File: config.mk
export PLATFORM = sky130hd
export DESIGN_NAME = t2_timer
export DESIGN_NICKNAME = d
export VERILOG_FILES = /design/src/rtl/t2_pkg.sv /design/src/rtl/t2_edge_sync.sv /design/src/rtl/t2_rate_div.sv /design/src/rtl/t2_timer.sv
export SDC_FILE = /design/constraint.sdc
export NUM_CORES = 1
export LEC_CHECK = 0
export ABC_AREA = 1
export CORE_MARGIN = 2
export CORE_UTILIZATION = 45
export CTS_CLUSTER_SIZE = 30
export DETAILED_ROUTE_END_ITERATION = 8
export DONT_BUFFER_PORTS = 1
export GPL_TIMING_DRIVEN = 0
export SETUP_SLACK_MARGIN = 0.1
export SLEW_MARGIN = 20
export SYNTH_ARGS = -nofsm -noshare
export SYNTH_HDL_FRONTEND = slang
export SYNTH_SLANG_ARGS = --single-unit
File: constraint.sdc
create_clock -name clk -period 1.9 [get_ports clk]
set_input_delay 0.38 -clock clk [delete_from_list [all_inputs] [get_ports clk]]
set_output_delay 0.38 -clock clk [all_outputs]
set_load 0.01 [all_outputs]
File: src/rtl/t2_pkg.sv
package t2_pkg;
  localparam int T2_AW = 3;

  localparam logic [T2_AW-1:0] A_CNT_LO  = 3'd0;
  localparam logic [T2_AW-1:0] A_CNT_HI  = 3'd1;
  localparam logic [T2_AW-1:0] A_CMP_LO  = 3'd2;
  localparam logic [T2_AW-1:0] A_CMP_HI  = 3'd3;
  localparam logic [T2_AW-1:0] A_CTRL    = 3'd4;

  // control register, bit 7 down to bit 0
  typedef struct packed {
    logic ovf;    // 7 sticky overflow
    logic ext;    // 6 sticky external event
    logic baud;   // 5 baud generator mode
    logic spare;  // 4 plain storage
    logic exen;   // 3 external pin enable
    logic run;    // 2 run control
    logic ext_src;// 1 count external pin when set
    logic capm;   // 0 capture mode when set, reload when clear
  } t2_ctrl_t;
endpackage

File: src/rtl/t2_edge_sync.sv
module t2_edge_sync #(
  parameter int STAGES = 2
) (
  input  logic clk,
  input  logic rst_n,
  input  logic pin,
  output logic fall
);
  logic [STAGES-1:0] sh_q;
  logic              last_q;

  always_ff @(posedge clk or negedge rst_n) begin
    if (!rst_n) begin
      sh_q   <= '1;
      last_q <= 1'b1;
    end else begin
      sh_q   <= {sh_q[STAGES-2:0], pin};
      last_q <= sh_q[STAGES-1];
    end
  end

  assign fall = last_q & ~sh_q[STAGES-1];

  AST_FALL_SINGLE: assert property (@(posedge clk) disable iff (!rst_n)
    fall |=> !fall);
endmodule

File: src/rtl/t2_rate_div.sv
module t2_rate_div #(
  parameter int DIV = 2
) (
  input  logic clk,
  input  logic rst_n,
  output logic tick
);
  localparam int CW = (DIV > 1) ? $clog2(DIV) : 1;
  logic [CW-1:0] cnt_q;

  generate
    if (DIV > 1) begin : g_div
      always_ff @(posedge clk or negedge rst_n) begin
        if (!rst_n)                     cnt_q <= '0;
        else if (cnt_q == CW'(DIV - 1)) cnt_q <= '0;
        else                            cnt_q <= cnt_q + 1'b1;
      end
      assign tick = (cnt_q == CW'(DIV - 1));

      AST_TICK_SPACED: assert property (@(posedge clk) disable iff (!rst_n)
        tick |=> !tick);
    end else begin : g_pass
      always_ff @(posedge clk or negedge rst_n) begin
        if (!rst_n) cnt_q <= '0;
        else        cnt_q <= '0;
      end
      assign tick = 1'b1;
    end
  endgenerate
endmodule

File: src/rtl/t2_timer.sv
module t2_timer
  import t2_pkg::*;
#(
  parameter int BW        = 8,
  parameter int SYNC      = 2,
  parameter int BAUD_DIV  = 2
) (
  input  logic                clk,
  input  logic                rst_n,
  input  logic                cyc_tick,
  input  logic                cnt_pin,
  input  logic                ctl_pin,
  input  logic                bus_wr,
  input  logic [T2_AW-1:0]    bus_addr,
  input  logic [BW-1:0]       bus_wdata,
  output logic [BW-1:0]       bus_rdata,
  output logic                ovf_flag,
  output logic                ext_flag,
  output logic                baud_pulse
);
  localparam int CW = 2 * BW;

  function automatic logic [CW:0] step_fn(input logic [CW-1:0] v);
    return {1'b0, v} + {{CW{1'b0}}, 1'b1};
  endfunction

  t2_ctrl_t        ctrl_q, ctrl_d;
  logic [CW-1:0]   cnt_q, cnt_d, cmp_q, cmp_d;
  logic            baud_q;

  // named internal events
  logic cnt_fall, ctl_fall, half_tick;
  logic src_tick, step, carry, ovf_evt, ext_evt, cap_evt, rld_evt;
  logic wr_cnt_lo, wr_cnt_hi, wr_cmp_lo, wr_cmp_hi, wr_ctrl;
  logic [CW:0] inc;

  t2_edge_sync #(.STAGES(SYNC)) u_cnt_sync (
    .clk(clk), .rst_n(rst_n), .pin(cnt_pin), .fall(cnt_fall));

  t2_edge_sync #(.STAGES(SYNC)) u_ctl_sync (
    .clk(clk), .rst_n(rst_n), .pin(ctl_pin), .fall(ctl_fall));

  t2_rate_div #(.DIV(BAUD_DIV)) u_baud_div (
    .clk(clk), .rst_n(rst_n), .tick(half_tick));

  assign wr_cnt_lo = bus_wr && (bus_addr == A_CNT_LO);
  assign wr_cnt_hi = bus_wr && (bus_addr == A_CNT_HI);
  assign wr_cmp_lo = bus_wr && (bus_addr == A_CMP_LO);
  assign wr_cmp_hi = bus_wr && (bus_addr == A_CMP_HI);
  assign wr_ctrl   = bus_wr && (bus_addr == A_CTRL);

  always_comb begin
    if (ctrl_q.ext_src)   src_tick = cnt_fall;
    else if (ctrl_q.baud) src_tick = half_tick;
    else                  src_tick = cyc_tick;
  end

  assign step    = ctrl_q.run && src_tick;
  assign inc     = step_fn(cnt_q);
  assign carry   = inc[CW];
  assign ovf_evt = step && carry;
  assign ext_evt = ctrl_q.exen && ctl_fall;
  assign cap_evt = ext_evt && ctrl_q.capm && !ctrl_q.baud;
  assign rld_evt = ext_evt && !ctrl_q.capm && !ctrl_q.baud;

  // count path
  always_comb begin
    cnt_d = cnt_q;
    if (step) begin
      if (!carry)                            cnt_d = inc[CW-1:0];
      else if (ctrl_q.baud || !ctrl_q.capm)  cnt_d = cmp_q;
      else                                   cnt_d = '0;
    end
    if (rld_evt) cnt_d = cmp_q;
    if (wr_cnt_lo) cnt_d[BW-1:0]  = bus_wdata;
    if (wr_cnt_hi) cnt_d[CW-1:BW] = bus_wdata;
  end

  // companion path
  always_comb begin
    cmp_d = cmp_q;
    if (cap_evt)   cmp_d = cnt_q;
    if (wr_cmp_lo) cmp_d[BW-1:0]  = bus_wdata;
    if (wr_cmp_hi) cmp_d[CW-1:BW] = bus_wdata;
  end

  // control path: software write first, hardware set on top
  always_comb begin
    ctrl_d = ctrl_q;
    if (wr_ctrl) ctrl_d = t2_ctrl_t'(bus_wdata[7:0]);
    if (ovf_evt && !ctrl_q.baud) ctrl_d.ovf = 1'b1;
    if (ext_evt)                 ctrl_d.ext = 1'b1;
  end

  always_ff @(posedge clk or negedge rst_n) begin
    if (!rst_n) begin
      cnt_q  <= '0;
      cmp_q  <= '0;
      ctrl_q <= '0;
      baud_q <= 1'b0;
    end else begin
      cnt_q  <= cnt_d;
      cmp_q  <= cmp_d;
      ctrl_q <= ctrl_d;
      baud_q <= ovf_evt && ctrl_q.baud;
    end
  end

  always_comb begin
    case (bus_addr)
      A_CNT_LO: bus_rdata = cnt_q[BW-1:0];
      A_CNT_HI: bus_rdata = cnt_q[CW-1:BW];
      A_CMP_LO: bus_rdata = cmp_q[BW-1:0];
      A_CMP_HI: bus_rdata = cmp_q[CW-1:BW];
      A_CTRL:   bus_rdata = BW'(ctrl_q);
      default:  bus_rdata = '0;
    endcase
  end

  assign ovf_flag   = ctrl_q.ovf;
  assign ext_flag   = ctrl_q.ext;
  assign baud_pulse = baud_q;

  AST_HOLD_STOPPED: assert property (@(posedge clk) disable iff (!rst_n)
    (!ctrl_q.run && !rld_evt && !wr_cnt_lo && !wr_cnt_hi) |=> $stable(cnt_q));

  AST_RELOAD_ON_WRAP: assert property (@(posedge clk) disable iff (!rst_n)
    (ovf_evt && !ctrl_q.baud && !ctrl_q.capm && !wr_cnt_lo && !wr_cnt_hi
     && !wr_cmp_lo && !wr_cmp_hi && !wr_ctrl)
    |=> (cnt_q == $past(cmp_q)) && ovf_flag);

  AST_CAPTURE_WRAP: assert property (@(posedge clk) disable iff (!rst_n)
    (ovf_evt && ctrl_q.capm && !ctrl_q.baud && !wr_cnt_lo && !wr_cnt_hi && !wr_ctrl)
    |=> (cnt_q == '0) && ovf_flag);

  AST_CAPTURE_PIN: assert property (@(posedge clk) disable iff (!rst_n)
    (cap_evt && !wr_cmp_lo && !wr_cmp_hi) |=> (cmp_q == $past(cnt_q)) && ext_flag);

  AST_BAUD_NO_OVF: assert property (@(posedge clk) disable iff (!rst_n)
    (ctrl_q.baud && !wr_ctrl) |=> !$rose(ovf_flag));

  AST_BAUD_PULSE_ONE: assert property (@(posedge clk) disable iff (!rst_n)
    baud_pulse |=> !baud_pulse);

  AST_FLAG_STICKY: assert property (@(posedge clk) disable iff (!rst_n)
    (ovf_flag && !wr_ctrl) |=> ovf_flag);
endmodule

==> results.sh <==
export IMPL_start_util_pct=46.6
export IMPL_nNetsFinal=492
export IMPL_chipHeight_um=88.1
export IMPL_grtUsageTotal_pct=26.8
export IMPL_critPathLaunchType="flip-flop"
export IMPL_synthArstFlopShare_pct=100
export IMPL_place_area_mm2=0.00330
export IMPL_synth_compound_area_share_pct=11.2
export IMPL_reg2reg_to="cnt_q[5]$_DFFE_PN0P_"
export IMPL_area_growth_pct=11.8
export IMPL_synth_top_area_cell="dfrtp_1"
export IMPL_synth_edff_count=0
export IMPL_cts_tree="built"
export IMPL_met2WireLength_um=4490
export IMPL_synth_seq_area_share_pct=38.0
export IMPL_io_pins=28
export IMPL_max_freq_mhz=573
export IMPL_die_w_um=88.1
export IMPL_yosys_most_used_dff="dfrtp_1"
export IMPL_final_setup_skew_ns=0.00664
export IMPL_die_area_mm2=0.00776
export IMPL_relSlewSlack_pct=70.8
export IMPL_antenna_found_initial=0
export IMPL_drtPass1Iterations=5
export IMPL_ys_types=40
export IMPL_final_hold_violation_count=0
export IMPL_drt_iter0_drc=301
export IMPL_synth_seq_cells=48
export IMPL_hp_start="cnt_pin"
export IMPL_grt_pass1_wl_um=15800
export IMPL_hpwl_um=7400
export IMPL_leakagePower_nw=1.82
export IMPL_final_area_mm2=0.00355
export IMPL_synth_xor_area_share_pct=1.65
export IMPL_rsz0062_at_grt="true"
export IMPL_cts_sinks=48
export IMPL_finalSetupViolCount=0
export IMPL_end_kind="primary output"
export IMPL_grt_max_degree=49
export IMPL_worstMarginPinSlew_ns=0.438
export IMPL_muxShareOfSynthArea_pct=0
export IMPL_core_area_mm2=0.00683
export IMPL_numCtsBuffers=5
export IMPL_synth_area_leaders="dfrtp_1 33%, nand2_1 18%, nand3_1 6.8%, inv_1 6.5%, dfstp_2 5.0%"
export IMPL_holdPathEnd="u_cnt_sync.sh_q[0]$_DFF_PN1_"
export IMPL_synth_common_cells="156 x nand2_1, 55 x inv_1, 43 x nand3_1"
export IMPL_wl_per_cell_um=17.4
export IMPL_synthAdderAreaFrac_pct=0.393
export IMPL_min_period_over_period_pct=91.8
export IMPL_io_buffers=0
export IMPL_worstHoldPathCells=0
export IMPL_clk_latency_ns=0.31
export IMPL_top_layer="met4"
export IMPL_post_drt_via_cell_ratio=5.48
export IMPL_synthesis_area_mm2=0.00318
export IMPL_worstRegToRegCells=9
export IMPL_min_period_ns=1.75
export IMPL_ir_worst_vdd_uv=562
export IMPL_synthCells=456
export IMPL_worstPathArrival_ns=1.37
export IMPL_fin_tns_setup_ns=0
export IMPL_yosysWarnings=0
export IMPL_layout_drive_gt1_share_pct=13.3
export IMPL_clkTransAtPathRegs_ns=0.10
export IMPL_synth_area_per_cell_um2=6.97
export IMPL_cts_path_max_buffers=2
export IMPL_vias=3129
export IMPL_powerDensity_mw_per_mm2=1140
export IMPL_first_global_vias=2993
export IMPL_drt_met1_wl_um=4490
export IMPL_syn_nets=474
export IMPL_max_cap_violations=0
export IMPL_htreeDepth=2
export IMPL_r2r_start="cnt_q[0]$_DFFE_PN0P_"
export IMPL_drtAntennaViolNets=0
export IMPL_synth_top_family_by_area="simple AND/OR/NAND/NOR gates"
export IMPL_status="completed"
export IMPL_grt_overflow=0
export IMPL_met3_length_um=670
export IMPL_route_detailed_drc=0
export IMPL_finalWorstSetupSlack_ns=0.155
export IMPL_insertedDiodeCount=0
export IMPL_crit_type="reg2out"
export IMPL_r2r_slack_ns=0.27
export IMPL_worstHoldPathType="in2reg"
export IMPL_drv_slew=0
export IMPL_fillers=717
export IMPL_synth_top_area_share_pct=33.0
export IMPL_path_max_fanout=4
export IMPL_post_synth_and_or_nand_nor_area_fraction_pct=39.3
export IMPL_cts_root_buffer="clkbuf_8"
export IMPL_finalWirelength_um=9920
export IMPL_gp_congestion=0.914
export IMPL_post_place_ws_ns=-0.00152
export IMPL_synth_most_common_cell="nand2_1"
export IMPL_rows=30
export IMPL_final_util_pct=52.0
export IMPL_required_ns=1.52
## sequential cells by signal, summed over array words and instances (netlist names)
signal,flops
cmp_q,16
baud_pulse,1
ovf_flag,1
u_cnt_sync.sh_q,2
u_baud_div.tick,1
u_ctl_sync.last_q,1
u_ctl_sync.sh_q,2
ext_flag,1
ctrl_q,6
cnt_q,16
u_cnt_sync.last_q,1
## metrics by stage
stage	power (mW)	instances	hold WS, ns
global route	4.34	571	0.0444
global placement	3.06	552	0.0857
finish	4.07	571	0.0573
floorplan	2.69	456	0.0844
CTS	3.93	563	0.0533
detailed placement	3.09	552	0.0860
## worst max-delay path: stages (launching register included)
cell      delay [ns]
dfrtp_2         0.44
inv_1           0.10
o21ai_0         0.13
a21oi_1         0.21
o221ai_2        0.17
## timing repair
action | 4_1_cts | 5_1_grt
gates resized for setup | 4 | 16
pin swaps | 0 | 3
hold endpoints to repair | 48 | 0
setup buffers | 1 | 8
endpoints found under the setup margin | 29 | 28
hold buffers | 2 | 0
## worst max path at each step
stage,to,cells past startpoint,startpoint,slack [ns]
final,bus_rdata[3],4,cnt_q[3]$_DFFE_PN0P_,0.15
after global placement,bus_rdata[3],6,bus_addr[0],0.03
after global routing,bus_rdata[6],4,cnt_q[6]$_DFFE_PN0P_,0.08
after CTS,bus_rdata[3],4,cnt_q[3]$_DFFE_PN0P_,0.1
after detailed placement,bus_rdata[3],6,bus_addr[0],-0.002
after floorplan,bus_rdata[5],6,bus_addr[0],0.33
## logic make-up after synthesis
group | Yosys count
AO/OA/AOI/OAI | 62
XOR/XNOR | 6
adder cells (fa/ha/maj) | 1
buffers and inverters | 68
AND/OR/NAND/NOR | 271
flip-flops | 48
## per-layer routing
| metal | vias to the layer above | GRT usage [%] |
|---|---|---|
| met5 | - | 0 |
| met4 | 0 | 9.09 |
| met3 | 23 | 4.15 |
| met2 | 128 | 42.1 |
| met1 | 1472 | 38.0 |
| li1 | 1506 | - |
## layout by cell type (no fill, tap or decap), drive strengths merged, types with 2 or more instances in the layout
cell type / n
a21oi: 17
and2: 2
buf: 16
clkbuf: 9
dfrtp: 42
dfstp: 6
inv: 58
nand2: 161
nand3: 48
nand4: 11
nor2: 42
nor3b: 2
o211ai: 5
o21ai: 21
o221ai: 2
o22ai: 15
or2: 3
xor2: 5
## report_power, final
part           total [mW]  switching, mW  internal [mW]
clock network       0.795          0.398          0.397
logic                1.49          0.883          0.610
registers            1.78          0.422           1.36
total                4.07           1.70           2.36
## cell type report
class                      count  area [um^2]  area share, %
sequential                    48         1210           34.2
buffer                        10         90.1           2.53
timing repair buffer          11          105           2.96
inverter                      58          218           6.12
clock buffer                   5         68.8           1.94
tap                           96          120           3.38
clock inverter                 3         46.3           1.30
multi-input combinational    340         1690           47.6
(Power assumes the default switching activity.)
